==> config.mk <==
export PLATFORM = sky130hd
export DESIGN_NAME = cs_waitgen
export DESIGN_NICKNAME = d
export VERILOG_FILES = /design/src/rtl/cs_opt_pkg.sv /design/src/rtl/cs_qualify.sv /design/src/rtl/cs_wait_timer.sv /design/src/rtl/cs_waitgen.sv
export SDC_FILE = /design/constraint.sdc
export NUM_CORES = 1
export LEC_CHECK = 0
export BUFFER_PORTS_ARGS = -buffer_cell sky130_fd_sc_hd__buf_2
export CORE_UTILIZATION = 42
export CTS_CLUSTER_DIAMETER = 150
export CTS_CLUSTER_SIZE = 14
export DETAILED_ROUTE_END_ITERATION = 10
export GPL_TIMING_DRIVEN = 0
export PLACE_DENSITY = 0.76
export SLEW_MARGIN = 20
export SYNTH_ARGS = -nofsm -noshare
export SYNTH_HDL_FRONTEND = slang
export SYNTH_SLANG_ARGS = --single-unit
==> constraint.sdc <==
create_clock -name clk -period 1.8 [get_ports clk]
set_input_delay 0.09 -clock clk [delete_from_list [all_inputs] [get_ports clk]]
set_output_delay 0.09 -clock clk [all_outputs]
set_load 0.02 [all_outputs]
==> src/rtl/cs_opt_pkg.sv <==
package cs_opt_pkg;

   localparam int CS_LANE_W  = 2;
   localparam int CS_DIR_W   = 2;
   localparam int CS_WAIT_W  = 4;
   localparam int CS_SPACE_W = 2;
   localparam int CS_LVL_W   = 3;

   // Packed MSB first, so a cast of the option word maps fields in place
   typedef struct packed {
      logic                  sync_mode;
      logic [CS_LANE_W-1:0]  lane;
      logic [CS_DIR_W-1:0]   dir;
      logic                  on_data;
      logic [CS_WAIT_W-1:0]  wait_code;
      logic [CS_SPACE_W-1:0] space;
      logic [CS_LVL_W-1:0]   level;
      logic                  autovec;
   } cs_opt_t;

   localparam int CS_OPT_W = $bits(cs_opt_t);

endpackage

==> src/rtl/cs_qualify.sv <==
module cs_qualify
   import cs_opt_pkg::*;
#(
   parameter logic [CS_SPACE_W-1:0] IACK_SPACE = '1
) (
   input  cs_opt_t               opt,
   input  logic                  addr_hit,
   input  logic                  rd_wr,
   input  logic [CS_SPACE_W-1:0] fc_space,
   input  logic [CS_LVL_W-1:0]   irq_level,
   input  logic                  port_wide,
   input  logic                  addr_lsb,
   input  logic                  size_word,
   output logic                  match,
   output logic                  iack
);

   logic dir_ok, lane_ok, lvl_ok, touch_up, touch_lo;

   always_comb begin
      dir_ok   = rd_wr ? opt.dir[0] : opt.dir[1];
      touch_up = size_word | ~addr_lsb;
      touch_lo = size_word | addr_lsb;
      if (!port_wide) begin
         lane_ok = 1'b1;
      end else begin
         unique case (opt.lane)
            2'b00:   lane_ok = 1'b0;
            2'b01:   lane_ok = touch_lo;
            2'b10:   lane_ok = touch_up;
            default: lane_ok = 1'b1;
         endcase
      end
      iack   = (fc_space == IACK_SPACE);
      lvl_ok = !iack || (opt.level == '0) || (opt.level == irq_level);
      match  = addr_hit && !opt.sync_mode && (fc_space == opt.space)
               && dir_ok && lane_ok && lvl_ok;
   end

endmodule

==> src/rtl/cs_wait_timer.sv <==
module cs_wait_timer #(
   parameter int WAIT_W = 4
) (
   input  logic              clk,
   input  logic              rst_n,
   input  logic              start,
   input  logic              busy,
   input  logic              stop,
   input  logic [WAIT_W-1:0] code,
   output logic              ack_q
);

   localparam logic [WAIT_W-1:0] CODE_EXT  = '1;
   localparam logic [WAIT_W-1:0] CODE_FAST = CODE_EXT - 1'b1;
   localparam logic [WAIT_W-1:0] CNT_TOP   = '1;

   logic [WAIT_W-1:0] cnt;

   always_ff @(posedge clk or negedge rst_n) begin
      if (!rst_n) begin
         cnt   <= '0;
         ack_q <= 1'b0;
      end else if (stop) begin
         cnt   <= '0;
         ack_q <= 1'b0;
      end else if (start) begin
         cnt   <= '0;
         ack_q <= (code == CODE_FAST);
      end else if (busy) begin
         if (cnt != CNT_TOP) cnt <= cnt + 1'b1;
         if (code < CODE_FAST && cnt == code) ack_q <= 1'b1;
      end
   end

endmodule

==> src/rtl/cs_waitgen.sv <==
module cs_waitgen
   import cs_opt_pkg::*;
#(
   parameter logic [CS_SPACE_W-1:0] IACK_SPACE  = '1,
   parameter bit                    EXT_ACK_REG = 1'b0
) (
   input  logic                  clk,
   input  logic                  rst_n,
   input  logic [CS_OPT_W-1:0]   opt_word,
   input  logic                  addr_hit,
   input  logic                  rd_wr,
   input  logic                  adr_strobe,
   input  logic                  dat_strobe,
   input  logic [CS_SPACE_W-1:0] fc_space,
   input  logic [CS_LVL_W-1:0]   irq_level,
   input  logic                  port_wide,
   input  logic                  addr_lsb,
   input  logic                  size_word,
   input  logic                  ext_ack,
   output logic                  cs_n,
   output logic                  int_ack,
   output logic                  avec_req
);

   localparam logic [CS_WAIT_W-1:0] CODE_EXT = '1;

   initial begin
      if (CS_OPT_W != 16) $error("option word must be 16 bits");
      if (CS_WAIT_W < 2)  $error("wait code needs at least 2 bits");
   end

   cs_opt_t opt;
   logic    match, iack, start, act, sel_q, avec_q, tmr_ack, ext_path;

   assign opt   = cs_opt_t'(opt_word);
   assign start = adr_strobe && !act && match;

   cs_qualify #(.IACK_SPACE(IACK_SPACE)) u_qual (
      .opt      (opt),
      .addr_hit (addr_hit),
      .rd_wr    (rd_wr),
      .fc_space (fc_space),
      .irq_level(irq_level),
      .port_wide(port_wide),
      .addr_lsb (addr_lsb),
      .size_word(size_word),
      .match    (match),
      .iack     (iack)
   );

   cs_wait_timer #(.WAIT_W(CS_WAIT_W)) u_tmr (
      .clk  (clk),
      .rst_n(rst_n),
      .start(start),
      .busy (act),
      .stop (!adr_strobe),
      .code (opt.wait_code),
      .ack_q(tmr_ack)
   );

   always_ff @(posedge clk or negedge rst_n) begin
      if (!rst_n) begin
         act    <= 1'b0;
         sel_q  <= 1'b0;
         avec_q <= 1'b0;
      end else if (!adr_strobe) begin
         act    <= 1'b0;
         sel_q  <= 1'b0;
         avec_q <= 1'b0;
      end else begin
         if (start) begin
            act    <= 1'b1;
            avec_q <= iack && opt.autovec;
         end
         if ((start && !opt.on_data) ||
             ((act || start) && opt.on_data && dat_strobe))
            sel_q <= 1'b1;
      end
   end

   generate
      if (EXT_ACK_REG) begin : g_ext_reg
         logic ext_q;
         always_ff @(posedge clk or negedge rst_n) begin
            if (!rst_n) ext_q <= 1'b0;
            else        ext_q <= ext_ack && adr_strobe && (act || start);
         end
         assign ext_path = ext_q && act;
      end else begin : g_ext_comb
         assign ext_path = ext_ack && act;
      end
   endgenerate

   assign cs_n     = !sel_q;
   assign avec_req = avec_q;
   assign int_ack  = !avec_q &&
                     ((opt.wait_code == CODE_EXT) ? ext_path : tmr_ack);

endmodule

==> impl_metrics.yaml <==
critical_path:
  timing.rr.start: "act"
  worstSetupStartpoint: "act"
  slowest_stage: "dfrtp_1"
  critPathKind: "flop to flop"
  cp-end-kind: "flop"
  path_buf_inv: 1
  cp-start-kind: "flop"
  critical_path.top_delay_family: "compound AO/OA/AOI/OAI gates"
  critical_path_required_ns: 1.94
  cp_data_arrival_time_ns: 1.77
  critPathMaxStageDelay_ns: 0.37
  cp_max_fo: 8
  worstPathCellList: "buf_6, and4bb_1, o311ai_1, a211oi_4, nand2b_2, a21oi_1"
sta:
  final_critical_path_setup_slack_ns: 0.169
  clock_skew_ns: 0.00144
  timing.slew.headroom_pct: 70.5
  final-setup-viol-count: 0
  rsz0062_at_grt: "false"
  slew_violations: 0
  min_period_ns: 1.63
  tns_ns: 0
  fmax_mhz: 613
  hold_violations: 0
  finalCritPeriodShare_pct: 90.6
  tightest_slew_ns: 0.435
routing:
  drt_pass1_iterations: 3
  postRouteAntennaNets: 0
  drc_errors: 0
  viasPerCell: 5.06
  wl_per_cell_um: 11.3
  num_vias: 617
  drt-initial-drc-count: 7
  wirelength_um: 1380
clock_tree:
  h-tree-depth: 1
  post_cts_buffers: 0
  numCtsBuffers: 3
  cts.sink_count: 8
  cts_tree: "built"
  clockRootBuffer: "clkbuf_4"
  clk_latency_ns: 0.25
  clk_path_buf_depth: 2
  path_clk_slew_ns: 0.05
  cts_resized: 0
place:
  place.gp.congestion: 0.790
  dp_slack_ns: 0.100
  io_buffers: 33
  placed_area_um2: 807
  dp_hpwl_um: 1190
global_routing:
  grt_pass1_wl_um: 2170
  grt.total_usage_pct: 20.1
  antenna_found_initial: 0
  overflow: 0
  grt_max_degree: 9
  grt_pass1_vias: 573
yosys:
  synth-seq-cells: 8
  yosys.area.top_type: "dfrtp_1"
  yosysWarnings: 0
  synth_top_area_share_pct: 32.1
  yosysUniqueCellTypes: 27
  syn_area_um2: 623
  synthTopCellsByArea: "dfrtp_1, xnor2_1, ha_1, nor2_1, xor2_1"
  syn_nets: 104
  ys_seq_area_share_pct: 32.1
  avgSynthCellArea_um2: 8.90
  syn_inst: 70
cells_and_area:
  final_cell_mix: "buf_2, nor2_1, xnor2_1, dfrtp_1, nand2_1"
  multi_input_area_um2: 397
  finalInstanceArea_um2: 840
  fin_util_pct: 62.9
  n_fill_cell: 122
  n_antenna_cell: 0
  regArea_um2: 200
  final_common_cell: "buf_2"
  nNetsFinal: 143
  area_growth_pct: 34.7
  drive_gt1_share_pct: 37.4
floorplan:
  row_count: 13
  die_h_um: 40.5
  die-area_um2: 1640
  num_io_pins: 34
  die_w_um: 40.5
  core-area_um2: 1330
  initial_utilization_pct: 46.7
pwr:
  ir_drop_mv: 0.330
  leakagePower_uw: 0.000410
  power_density_nw_per_um2: 492
min_path:
  hp-class: "input pin to flop"
  min_from: "dat_strobe"
flow_run:
  cap_violations: 0
run_status:
  status: "completed"
[layout make-up]
type | instances | area share (%)
Multi-Input combinational cell | 57 | 47.2
Tap cell | 15 | 2.24
Sequential cell | 8 | 23.8
Buffer | 1 | 1.34
Timing Repair Buffer | 34 | 20.9
Clock buffer | 3 | 2.68
Inverter | 4 | 1.79
[where the power goes]
part	total, uW	switching (uW)	internal (uW)
clock	136	59.6	76.2
combinational	93.3	43.3	50.0
sequential	184	1.67	182
total	413	105	308
[worst paths after layout]
path	to	slack [ns]	cells after the start
max in group asynchronous	avec_req	1.42	2
min	sel_q	0.11	3
max	u_tmr.cnt[1]	0.17	6
max reg2reg	u_tmr.cnt[1]	0.17	6
min reg2reg	sel_q	0.54	2
min in group asynchronous	u_tmr.cnt[0]	0.21	2
[sequential cells by signal, indices dropped and copies added, names as in the netlist]
signal and count:
sel_q 1, avec_req 1, u_tmr.ack_q 1, act 1, u_tmr.cnt 4
[metrics by stage]
stage               power (uW)  hold WS [ns]  std cells
finish                     413         0.107        122
global route               440         0.135        122
CTS                        425        0.0985        122
detailed placement         280       -0.0553        118
global placement           276       -0.0605        118
floorplan                  229        -0.206         70
[logic make-up (layout without fill, tap and decap cells)]
| logic type | Yosys count | in the layout | synth area share (%) |
|---|---|---|---|
| AOI/OAI and AO/OA | 14 | 14 | 17.3 |
| xor gates and xnor gates | 11 | 11 | 15.5 |
| adders and majority gates | 3 | 3 | 6.02 |
| buffers and inverters | 5 | 42 | 4.22 |
| DFF | 8 | 8 | 32.1 |
| and+or+nand+nor | 29 | 29 | 24.9 |
[cells in the mapped netlist, drive strengths merged]
library cell  instances
xnor2                 8
nand2                 6
nand3                 5
o311a                 1
a211oi                2
o211ai                1
o21ai                 3
xor2                  3
ha                    3
inv                   4
nand4                 3
dfrtp                 8
nand2b                2
o31ai                 1
and2                  1
o311ai                1
buf                   1
nor2                  8
a21oi                 3
or2                   1
nand3b                1
o2111ai               1
nand4bb               1
a21o                  1
and4bb                1
[repair_timing]
item                       in CTS  in global routing
hold endpoints to repair        8                  0
setup endpoints to repair       0                  4
hold buffers                    1                  0
[tightest hold or removal path, stage by stage]
cell,delay (ns)
buf_2,0.08
o31ai_1,0.05
nor2_1,0.09
[layer usage]
| layer | routed length, um | GRT usage [%] | up-vias |
|---|---|---|---|
| met2 | 712 | 36.5 | 18 |
| li1 | - | - | 324 |
| met4 | 0 | 10.0 | 0 |
| met5 | 0 | 0 | - |
| met3 | 75 | 1.67 | 0 |
| met1 | 588 | 23.0 | 275 |
(Power assumes the default switching activity.)
